==> src/rtl/mdio_reg_bridge.sv <==
module mdio_reg_bridge #(
  parameter int PAGE_W   = 10,
  parameter int IDX_W    = 4,
  parameter int PHY_ID   = 31,
  parameter int PAGE_REG = 31,
  parameter int HI_REG   = 16,
  localparam int WORD_W  = PAGE_W + IDX_W,
  localparam int ADDR_W  = WORD_W + 2
) (
  input  logic              clk,
  input  logic              rst_n,
  input  logic              mdio_wr,
  input  logic              mdio_rd,
  input  logic [4:0]        mdio_phy,
  input  logic [4:0]        mdio_reg,
  input  logic [15:0]       mdio_wdata,
  output logic [15:0]       mdio_rdata,
  output logic              bus_wr,
  output logic              bus_rd,
  output logic [ADDR_W-1:0] bus_addr,
  output logic [31:0]       bus_wdata,
  input  logic [31:0]       bus_rdata
);

  logic [PAGE_W-1:0] page_q;
  logic [WORD_W-1:0] cap_q;
  logic [15:0]       lo_q;
  logic [15:0]       hi_q;
  logic [15:0]       rd_mux;

  wire hit   = (mdio_phy == 5'(PHY_ID));
  wire is_lo = (mdio_reg < 5'(2 ** IDX_W));
  wire is_hi = (mdio_reg == 5'(HI_REG));
  wire is_pg = (mdio_reg == 5'(PAGE_REG));

  assign bus_rd    = rst_n & mdio_rd & hit & is_lo;
  assign bus_wr    = rst_n & mdio_wr & hit & is_hi;
  assign bus_addr  = is_hi ? {cap_q, 2'b00} : {page_q, mdio_reg[IDX_W-1:0], 2'b00};
  assign bus_wdata = {mdio_wdata, lo_q};

  always_comb begin
    rd_mux = 16'hFFFF;
    if (hit) begin
      if (is_lo)      rd_mux = bus_rdata[15:0];
      else if (is_hi) rd_mux = hi_q;
      else if (is_pg) rd_mux = 16'(page_q);
    end
  end

  always_ff @(posedge clk or negedge rst_n) begin
    if (!rst_n) begin
      page_q     <= '0;
      cap_q      <= '0;
      lo_q       <= '0;
      hi_q       <= '0;
      mdio_rdata <= 16'hFFFF;
    end else begin
      if (mdio_wr && hit) begin
        if (is_pg) page_q <= mdio_wdata[PAGE_W-1:0];
        else if (is_lo) begin
          lo_q  <= mdio_wdata;
          cap_q <= {page_q, mdio_reg[IDX_W-1:0]};
        end
      end
      if (mdio_rd) mdio_rdata <= rd_mux;
      if (bus_rd)  hi_q <= bus_rdata[31:16];
    end
  end

  a_r1_foreign_phy_quiet: assert property (@(posedge clk) disable iff (!rst_n)
    (mdio_phy != 5'(PHY_ID)) |-> (!bus_rd && !bus_wr));

  a_r2_page_load: assert property (@(posedge clk) disable iff (!rst_n)
    (mdio_wr && hit && is_pg) |=> (page_q == $past(mdio_wdata[PAGE_W-1:0])));

  a_r5_low_return: assert property (@(posedge clk) disable iff (!rst_n)
    bus_rd |=> (mdio_rdata == $past(bus_rdata[15:0])));

  a_r6_high_latch: assert property (@(posedge clk) disable iff (!rst_n)
    bus_rd |=> (hi_q == $past(bus_rdata[31:16])));

  a_r7_gap_reads_ones: assert property (@(posedge clk) disable iff (!rst_n)
    (mdio_rd && hit && !is_lo && !is_hi && !is_pg) |=> (mdio_rdata == 16'hFFFF));

  a_r4_single_request: assert property (@(posedge clk) disable iff (!rst_n)
    $onehot0({bus_rd, bus_wr}));

endmodule

==> config.mk <==
export PLATFORM = sky130hd
export DESIGN_NAME = mdio_reg_bridge
export DESIGN_NICKNAME = d
export VERILOG_FILES = /design/src/rtl/mdio_reg_bridge.sv
export SDC_FILE = /design/constraint.sdc
export NUM_CORES = 1
export LEC_CHECK = 0
export BUFFER_PORTS_ARGS = -buffer_cell sky130_fd_sc_hd__buf_2
export CELL_PAD_IN_SITES_DETAIL_PLACEMENT = 1
export CELL_PAD_IN_SITES_GLOBAL_PLACEMENT = 2
export CORE_MARGIN = 2
export CORE_UTILIZATION = 32
export CTS_CLUSTER_DIAMETER = 30
export DETAILED_ROUTE_END_ITERATION = 16
export GPL_ROUTABILITY_DRIVEN = 1
export HOLD_SLACK_MARGIN = 0.02
export MAX_ROUTING_LAYER = met4
export PLACE_DENSITY_LB_ADDON = 0.1
export SKIP_CTS_REPAIR_TIMING = 1
export SKIP_LAST_GASP = 1
export SYNTH_ARGS = -nofsm -noshare
export SYNTH_HDL_FRONTEND = slang
export SYNTH_SLANG_ARGS = --single-unit
==> constraint.sdc <==
create_clock -name clk -period 3.2 [get_ports clk]
set_input_delay 0.16 -clock clk [delete_from_list [all_inputs] [get_ports clk]]
set_output_delay 0.16 -clock clk [all_outputs]
set_load 0.05 [all_outputs]
==> flow_metrics.env, run 1 <==
export IMPL_yosys_most_used_dff="dfrtp_1"
export IMPL_drc=0
export IMPL_yosys_warnings=0
export IMPL_maxSlewHeadroom=0.365
export IMPL_nets=460
export IMPL_cp_arrival_ps=1980
export IMPL_power_density_nw_per_um2=493
export IMPL_hold_depth=3
export IMPL_crit_fanout=18
export IMPL_yosysTopAreaCell="dfrtp_1"
export IMPL_critPathKind="input pin to output port"
export IMPL_numPortBuffers=125
export IMPL_hpwl_um=6120
export IMPL_max_cap_viol_count=0
export IMPL_h_tree_depth=3
export IMPL_die_h_um=106
export IMPL_max_freq_mhz=468
export IMPL_initial_utilization=0.327
export IMPL_clk_pin_slew_ps=80
export IMPL_period_minus_slack_ps=2140
export IMPL_cts_made_buffers=9
export IMPL_synth_compound_area_share=0.0929
export IMPL_core_area_um2=10200
export IMPL_cts_buffer_depth=2
export IMPL_vias_per_cell=4.71
export IMPL_status="complete, no violations"
export IMPL_synth_fa_ha_area_frac=0
export IMPL_ys_seq_area_frac=0.545
export IMPL_grt_pass1_vias=2646
export IMPL_synth_xor_area_share=0
export IMPL_grt_max_degree=53
export IMPL_rsz0062_at_grt="no"
export IMPL_ant_nets=0
export IMPL_yosysMostFrequentCell="dfrtp_1"
export IMPL_clock_sinks=72
export IMPL_netlist_area_leader_share=0.419
export IMPL_synth_edf_count=0
export IMPL_fin_skew_ps=12.5
export IMPL_route_detailed_wl_per_inst_um=15.8
export IMPL_cp_start_kind="input pin"
export IMPL_first_iter_violations=92
export IMPL_die_area_um2=11300
export IMPL_syn2layout_area_growth_pct=24.3
export IMPL_antenna_found_initial=0
export IMPL_die_w_um=106
export IMPL_cts_tree="yes"
export IMPL_fin_setup_tns_ps=0
export IMPL_syn_inst=290
export IMPL_dr_pass1_iters=4
export IMPL_io_pins=128
export IMPL_layout_drive_gt1_share=0.548
export IMPL_insertedDiodeCount=0
export IMPL_timing_hold_violations_final=0
export IMPL_synth_area_leaders="dfrtp_1, mux2_2, dfstp_2, buf_4, nand2_1"
export IMPL_routabilityCongestion=0.778
export IMPL_num_fill_cells=1176
export IMPL_synth_common_cells="dfrtp_1, mux2_2, nand2_1"
export IMPL_leakage_nw=2.17
export IMPL_syn_avg_cell_area_um2=11.5
export IMPL_reg2reg_depth=3
export IMPL_worst_slew_pin_slew_ps=945
export IMPL_ir_drop_mv=0.286
export IMPL_grt_pass1_wl_um=13800
export IMPL_drt_total_wl_um=8500
export IMPL_fin_crit_sh=0.668
export IMPL_rrSetupSlack_ps=2200
export IMPL_ys_ff_latch=72
export IMPL_clk_latency_ps=340
export IMPL_cp_required_ps=3040
export IMPL_cts_root_buf="clkbuf_8"
export IMPL_drv_slew=0
export IMPL_setup_viol=0
export IMPL_cp_end_kind="output port"
export IMPL_synth_mux_area_frac=0.189
export IMPL_synth_cell_types=29
export IMPL_synth_top_family_by_area="multiplexers"
export IMPL_finalPower_w=0.00205
export IMPL_synth_simple_area_share=0.101
export IMPL_gr_usage_all_layers=0.163
export IMPL_hold_class="input pin to flip-flop"
export IMPL_vias=2536
export IMPL_synth_area_um2=3340
export IMPL_async_flop_share=1.00
export IMPL_rows=37
export IMPL_grt_overflow=0
[layout make-up]
cell class | instances | area, µm² | share of cell area
clock inverters | 4 | 27.5 | 0.00663
flip-flops and latches | 72 | 1820 | 0.439
inverters | 4 | 15.0 | 0.00361
clock buffers | 12 | 165 | 0.0398
well taps | 136 | 170 | 0.0410
multi-input cells | 181 | 1290 | 0.310
repair buffers | 130 | 668 | 0.161
[registers in the layout (all words and copies together), names as in the netlist]
signal and cells:
page_q 10, hi_q 16, mdio_rdata 16, lo_q 16, cap_q 14
[power breakdown]
group | internal [W] | switching (W) | leakage (nW)
clock network | 0.000344 | 0.000340 | 0.0906
registers | 0.000966 | 0.0000256 | 0.931
logic | 0.000110 | 0.000261 | 1.15
[worst max-delay path, stage by stage]
cell	delay, ps
buf_2	120
or4_1	830
nor2_1	190
buf_4	230
and3_1	190
buf_2	260
[through the flow]
step	util	std cells	hold slack (ps)	worst slack (ps)	cell area [µm²]
final	0.406	539	39.1	1060	4150
after global routing	0.406	539	27.3	941	4150
after CTS	0.405	538	-294	1040	4140
after detailed placement	0.386	522	84.0	1040	3950
after global placement	0.386	522	83.2	1080	3950
after floorplan	-	291	-136	1400	3340
[cells in the final DEF, fill, tap and decap left out, types with 2 or more instances in the layout]
master,synthesis,final
clkinvlp_4,0,3
clkbuf_8,0,12
mux2_2,55,55
buf_2,3,124
and2_1,2,2
o21a_1,10,10
buf_4,20,5
o21ai_0,6,6
conb_1,1,2
nand2_1,38,38
dfstp_2,16,16
a21oi_1,10,10
a21o_1,4,4
nor2_1,28,28
a221oi_1,10,10
inv_1,3,3
dfrtp_1,56,56
a31oi_1,6,6
[metal layers]
layer  part of all wire  GRT usage
met1               0.47      0.220
met3              0.066     0.0435
met4              0.014     0.0536
met5                  0          -
met2               0.45      0.239
[kinds of logic after synthesis]
| family | Yosys count |
|---|---|
| AO/OA/AOI/OAI | 46 |
| buffers and inverters | 38 |
| multiplexers | 56 |
| flip-flops | 72 |
| AND/OR/NAND/NOR | 77 |
| other | 1 |
[path summary, 6_finish.rpt]
kind / end / startpoint
worst max register to register: mdio_rdata[3]$_DFFE_PN1P_ / hi_q[3]$_DFFE_PN0P_
worst min register to register: mdio_rdata[10]$_DFFE_PN1P_ / mdio_rdata[10]$_DFFE_PN1P_
worst min-delay path: mdio_rdata[10]$_DFFE_PN1P_ / bus_rdata[10]
max in group asynchronous: cap_q[11]$_DFFE_PN0P_ / rst_n
worst max-delay path: bus_wr / mdio_reg[0]
min in group asynchronous: lo_q[4]$_DFFE_PN0P_ / rst_n
Note: power is estimated with default switching activity, not from simulation.
==> run 2: changes to the inputs <==
Settings changed: ABC_AREA set to 1, CORE_UTILIZATION 32 to 28.
Clock period 3.2 ns to 2.25 ns, I/O delays scaled along.
==> run 2 against run 1 <==
  * Register-to-register slack got worse by 930 ps
  * Worst hold slack got worse by 22 ps
  * Cell count up 35%
  * First-iteration DRC count grew 14%
  * Clock skew fell by 8.0 ps
  * Clock power is 120% higher
  * Setup slack worse by 470 ps
  * Global-route usage up 0.47 points
  * Cell area is 14% higher
  * Critical path depth is 1 lower
  * Largest power group is now the clock network
==> flow_metrics.env, run 2 <==
export IMPL_timing_hold_violations_final=0
export IMPL_max_cap_viol_count=0
export IMPL_syn2layout_area_growth_pct=31.4
export IMPL_clock_sinks=72
export IMPL_nets=611
export IMPL_die_w_um=117
export IMPL_synth_common_cells="nand2_1, dfrtp_1, a21oi_1"
export IMPL_dr_pass1_iters=4
export IMPL_hpwl_um=7680
export IMPL_cts_buffer_depth=2
export IMPL_cts_tree="yes"
export IMPL_setup_ws_ps=598
export IMPL_gr_usage_all_layers=0.168
export IMPL_post_dp_cell_area_um2=4230
export IMPL_cp_end_kind="output port"
export IMPL_yosys_most_used_dff="dfrtp_1"
export IMPL_vias=3178
export IMPL_grt_pass1_wl_um=17700
export IMPL_yosysMostFrequentCell="nand2_1"
export IMPL_drt_total_wl_um=10600
export IMPL_status="complete, no violations"
export IMPL_drv_slew=0
export IMPL_cp_arrival_ps=1540
export IMPL_first_iter_violations=105
export IMPL_ir_drop_mv=0.266
export IMPL_final_cell_mix="nand2_1, buf_2, dfrtp_1, a21oi_1, inv_1"
export IMPL_numPortBuffers=125
export IMPL_power_density_nw_per_um2=745
export IMPL_layout_drive_gt1_share=0.334
export IMPL_io_pins=128
export IMPL_netlist_area_leader_share=0.390
export IMPL_routabilityCongestion=0.732
export IMPL_die_area_um2=13800
export IMPL_cp_startpoint="rst_n"
export IMPL_clk_latency_ps=340
export IMPL_synth_area_leaders="dfrtp_1, nand2_1, dfstp_2, a21oi_1, buf_4"
export IMPL_insertedDiodeCount=0
export IMPL_postLayoutCellArea_um2=4720
export IMPL_fin_skew_ps=4.46
export IMPL_leakage_nw=2.45
export IMPL_cpPeakStageDelay_ps=540
export IMPL_yosys_warnings=0
export IMPL_grt_max_degree=61
export IMPL_die_h_um=117
export IMPL_grt_overflow=0
export IMPL_syn_avg_cell_area_um2=8.38
export IMPL_max_freq_mhz=605
export IMPL_maxSlewHeadroom=0.474
export IMPL_crit_fanout=15
export IMPL_final_core_util=0.376
export IMPL_fin_crit_sh=0.734
export IMPL_hold_class="input pin to flip-flop"
export IMPL_synth_cell_types=29
export IMPL_ys_seq_area_frac=0.507
export IMPL_cp_required_ps=2140
export IMPL_initial_utilization=0.286
export IMPL_r2r_start="page_q[6]$_DFFE_PN0P_"
export IMPL_dp_slack_ps=473
export IMPL_syn_inst=429
export IMPL_period_minus_slack_ps=1650
export IMPL_ant_nets=0
export IMPL_worst_slew_pin_slew_ps=789
export IMPL_synth_area_um2=3590
export IMPL_clk_pin_slew_ps=60
export IMPL_cts_made_buffers=9
export IMPL_setup_viol=0
export IMPL_critPathKind="input pin to output port"
export IMPL_yosysTopAreaCell="dfrtp_1"
export IMPL_rows=41
export IMPL_drc=0
export IMPL_core_area_um2=12600
export IMPL_synth_edf_count=0
export IMPL_antenna_found_initial=0
export IMPL_crit_family="buffers and inverters"
export IMPL_fin_setup_tns_ps=0
export IMPL_cp_start_kind="input pin"
export IMPL_layout_commonest_cell="nand2_1"
export IMPL_rsz0062_at_grt="no"
export IMPL_path_cells="dlygate4sd3_1, buf_4, nand4_2, clkinv_1, buf_2"
export IMPL_cp_slowest_cell="dlygate4sd3_1"
export IMPL_cts_root_buf="clkbuf_16"
export IMPL_h_tree_depth=3
export IMPL_ys_ff_latch=72
export IMPL_async_flop_share=1.00
export IMPL_hp_start="mdio_wdata[15]"
export IMPL_vias_per_cell=4.38
export IMPL_crit_cells=5
export IMPL_hold_depth=3
export IMPL_route_detailed_wl_per_inst_um=14.7
export IMPL_biggestRegsByFlops="hi_q x16, lo_q x16, mdio_rdata x16"
export IMPL_reg2reg_depth=6
export IMPL_path_buf_inv=4
export IMPL_grt_pass1_vias=3254
[run 2: changes by cell type in the layout (fill, tap and decap cells not counted), moves of 11 or more]
cell           previous run  this run
o21ai_1                   0        22
nand2_1                  38       142
nand3_1                   1        17
nor2_1                   28        17
a21oi_1                  10        32
dlygate4sd3_1             1        17
nand4_1                   1        16
mux2_2                   55         5
inv_1                     3        30
[run 2: worst paths after layout]
check | endpoint | slack (ps)
max reg2reg | mdio_rdata[6]$_DFFE_PN1P_ | 1270
min reg2reg | lo_q[14]$_DFFE_PN0P_ | 460
max | bus_rd | 600
min | lo_q[15]$_DFFE_PN0P_ | 20
min in group asynchronous | hi_q[15]$_DFFE_PN0P_ | 200
max in group asynchronous | hi_q[4]$_DFFE_PN0P_ | 1000
[run 2: cells by family after synthesis]
logic type / count (synthesis) / synth area share
DFF: 72 / 0.507
buffers and inverters: 75 / 0.110
and+or+nand+nor: 201 / 0.248
AOI/OAI and AO/OA: 70 / 0.0975
muxes: 10 / 0.0365
other: 1 / 0.00104
[run 2: worst reg2reg max path: stages (launching register included)]
cell,delay (ps)
dfrtp_1,390
inv_1,70
nand3_1,80
nand2_1,70
nand2_1,70
nand2_1,70
a21oi_1,160
[run 2: final cells by class]
class	count	area [µm²]
Sequential cell	72	1820
Multi-Input combinational cell	283	1380
Inverter	33	126
Clock buffer	14	284
Timing Repair Buffer	150	858
Tap cell	172	215
Fill cell	1551	7850
Clock inverter	2	35.0
[run 2: layer usage]
layer  GRT usage  share of wire
met1       0.229           0.50
met2       0.245           0.45
met3      0.0370          0.040
met4      0.0610          0.011
met5           -              0
[run 2: where the power goes]
part | total [W] | internal (W) | switching [W]
registers | 0.00142 | 0.00138 | 0.0000424
logic | 0.000581 | 0.000160 | 0.000421
clock network | 0.00152 | 0.000978 | 0.000541
total | 0.00352 | 0.00251 | 0.00100
[run 2: per-stage QoR]
stage / instances / power [W] / hold WS [ps]
2_1_floorplan: 430 / 0.00183 / -183
3_3_place_gp: 693 / 0.00200 / -4.42
3_5_place_dp: 693 / 0.00201 / -3.15
4_1_cts: 709 / 0.00358 / -377
5_1_grt: 726 / 0.00370 / 31.1
6_report: 726 / 0.00352 / 17.4
==> run 3: changes to the inputs <==
Settings changed: ABC_AREA 1 to 0, CORE_UTILIZATION 28 to 30.
Clock period 2.25 ns to 1.6 ns, I/O delays scaled along.
==> run 3 against run 2 <==
  * The flow now finishes with violations (hold timing)
  * Critical path depth up 2
  * Global-route usage down 0.72 points
  * Combinational power up 48%
  * Via count down 12%
  * Sequential power up 40%
  * Highest routed layer unchanged
==> flow_metrics.env, run 3 (synthesized netlist as in run 1, its figures left out) <==
export IMPL_status="finished with violations"
export IMPL_violations="hold timing"
export IMPL_dp_slack_ps=-125
export IMPL_maxSlewHeadroom=0.619
export IMPL_fin_setup_tns_ps=0
export IMPL_cp_start_kind="input pin"
export IMPL_fin_skew_ps=4.05
export IMPL_worst_slew_pin_slew_ps=572
export IMPL_clk_pin_slew_ps=70
export IMPL_die_w_um=110
export IMPL_grt_pass1_vias=2726
export IMPL_setup_ws_ps=38.5
export IMPL_clock_sinks=72
export IMPL_grt_pass1_wl_um=14100
export IMPL_vias_per_cell=4.62
export IMPL_antenna_found_initial=0
export IMPL_pwr_share_comb=0.207
export IMPL_cts_made_buffers=9
export IMPL_grt_overflow=0
export IMPL_rsz0062_at_grt="no"
export IMPL_cts_tree="yes"
export IMPL_cp_arrival_ps=1480
export IMPL_biggestRegsByFlops="hi_q x16, lo_q x16, mdio_rdata x16"
export IMPL_insertedDiodeCount=0
export IMPL_rrSetupSlack_ps=630
export IMPL_setup_viol=0
export IMPL_min_to="mdio_rdata[3]$_DFFE_PN1P_"
export IMPL_critPathKind="input pin to output port"
export IMPL_leakage_nw=2.45
export IMPL_layout_commonest_cell="buf_2"
export IMPL_power_density_nw_per_um2=855
export IMPL_gr_usage_all_layers=0.160
export IMPL_fin_crit_sh=0.976
export IMPL_final_cell_mix="buf_2, dfrtp_1, mux2_2, dlygate4sd3_1, nor2_1"
export IMPL_numPortBuffers=125
export IMPL_period_minus_slack_ps=1560
export IMPL_layout_drive_gt1_share=0.539
export IMPL_core_area_um2=10800
export IMPL_clk_latency_ps=350
export IMPL_seq_power_share=0.480
export IMPL_rows=38
export IMPL_vias=2799
export IMPL_die_area_um2=12000
export IMPL_switching_share=0.302
export IMPL_hp_start="bus_rdata[3]"
export IMPL_drc=0
export IMPL_h_tree_depth=3
export IMPL_dr_pass1_iters=4
export IMPL_final_core_util=0.447
export IMPL_max_cap_viol_count=0
export IMPL_nets=524
export IMPL_ir_drop_mv=0.434
export IMPL_rr_endpoint="mdio_rdata[6]$_DFFE_PN1P_"
export IMPL_first_iter_violations=71
export IMPL_die_h_um=110
export IMPL_syn2layout_area_growth_pct=45.0
export IMPL_crit_fanout=5
export IMPL_initial_utilization=0.308
export IMPL_r2r_start="hi_q[6]$_DFFE_PN0P_"
export IMPL_drv_slew=0
export IMPL_timing_hold_violations_final=1
export IMPL_cts_buffer_depth=2
export IMPL_hold_worst_slack_ps=-2.14
export IMPL_io_pins=128
export IMPL_reg2reg_depth=3
export IMPL_cp_end_kind="output port"
export IMPL_route_detailed_wl_per_inst_um=16.0
export IMPL_internal_power_w=0.00289
export IMPL_drt_total_wl_um=9680
export IMPL_ant_nets=0
export IMPL_hold_depth=3
export IMPL_cts_root_buf="clkbuf_8"
export IMPL_cp_required_ps=1520
export IMPL_hpwl_um=6630
export IMPL_grt_max_degree=43
export IMPL_num_fill_cells=1242
export IMPL_pwr_share_clk=0.313
export IMPL_hold_class="input pin to flip-flop"
export IMPL_max_freq_mhz=640
export IMPL_p_sw_w=0.00125
export IMPL_routabilityCongestion=0.691
-- run 3: cell count changes in the layout (fill, tap and decap cells not counted), moves of 12 or more --
cell,before,now
o21ai_1,22,0
buf_4,9,25
nand4_1,16,1
nand2_1,142,26
dlygate4sd3_1,17,44
mux2_2,5,55
a21oi_1,32,10
nand3_1,17,1
nand2_2,0,12
inv_1,30,3
-- run 3: per-stage QoR --
step	instance area [µm²]	power [W]	instances	hold WS [ps]
after floorplan	3370	0.00254	291	-216
after global placement	4150	0.00278	544	208
after detailed placement	4150	0.00280	544	197
after CTS	4320	0.00413	559	-188
after global routing	4840	0.00435	606	21.5
final	4840	0.00414	606	-2.14
-- run 3: final cells by class --
class	instances	area, µm²	area share
repair buffers	192	1330	0.274
multi-input cells	183	1340	0.276
well taps	140	175	0.0362
flip-flops and latches	72	1820	0.376
clock buffers	15	166	0.0343
inverters	4	15.0	0.00310
-- run 3: how the worst max path moves through the flow --
stage                 from                         to  slack [ps]  cells past startpoint
6_report       mdio_reg[3]                bus_addr[9]          40                      7
3_3_place_gp   mdio_reg[0]  mdio_rdata[6]$_DFFE_PN1P_        -130                      6
5_1_grt        mdio_reg[3]               bus_addr[15]           5                      7
3_5_place_dp   mdio_reg[0]                bus_addr[7]        -120                      7
2_1_floorplan  mdio_reg[0]                     bus_wr          40                      4
4_1_cts        mdio_reg[0]               bus_addr[12]        -130                      7
-- run 3: critical path: stages --
cell and delay, ps:
buf_2 110, or4_4 550, buf_6 150, or2_4 280, nand2_1 90, nand2_2 40, buf_4 180
-- run 3: power groups by stage --
stage	sequential, W	combinational, W	clock [W]
after floorplan	0.00222	0.000325	0
after global placement	0.00202	0.000766	0
after detailed placement	0.00202	0.000775	0
after CTS	0.00199	0.000777	0.00136
after global routing	0.00200	0.000923	0.00142
final	0.00199	0.000858	0.00130
-- run 3: layer usage --
layer	global-route usage	wire length (µm)	share of wire	vias to the layer above
met2	0.235	4500	0.47	81
li1	-	-	-	1325
met4	0.0705	146	0.015	0
met3	0.0290	428	0.044	12
met1	0.217	4600	0.48	1381
met5	-	0	0	-
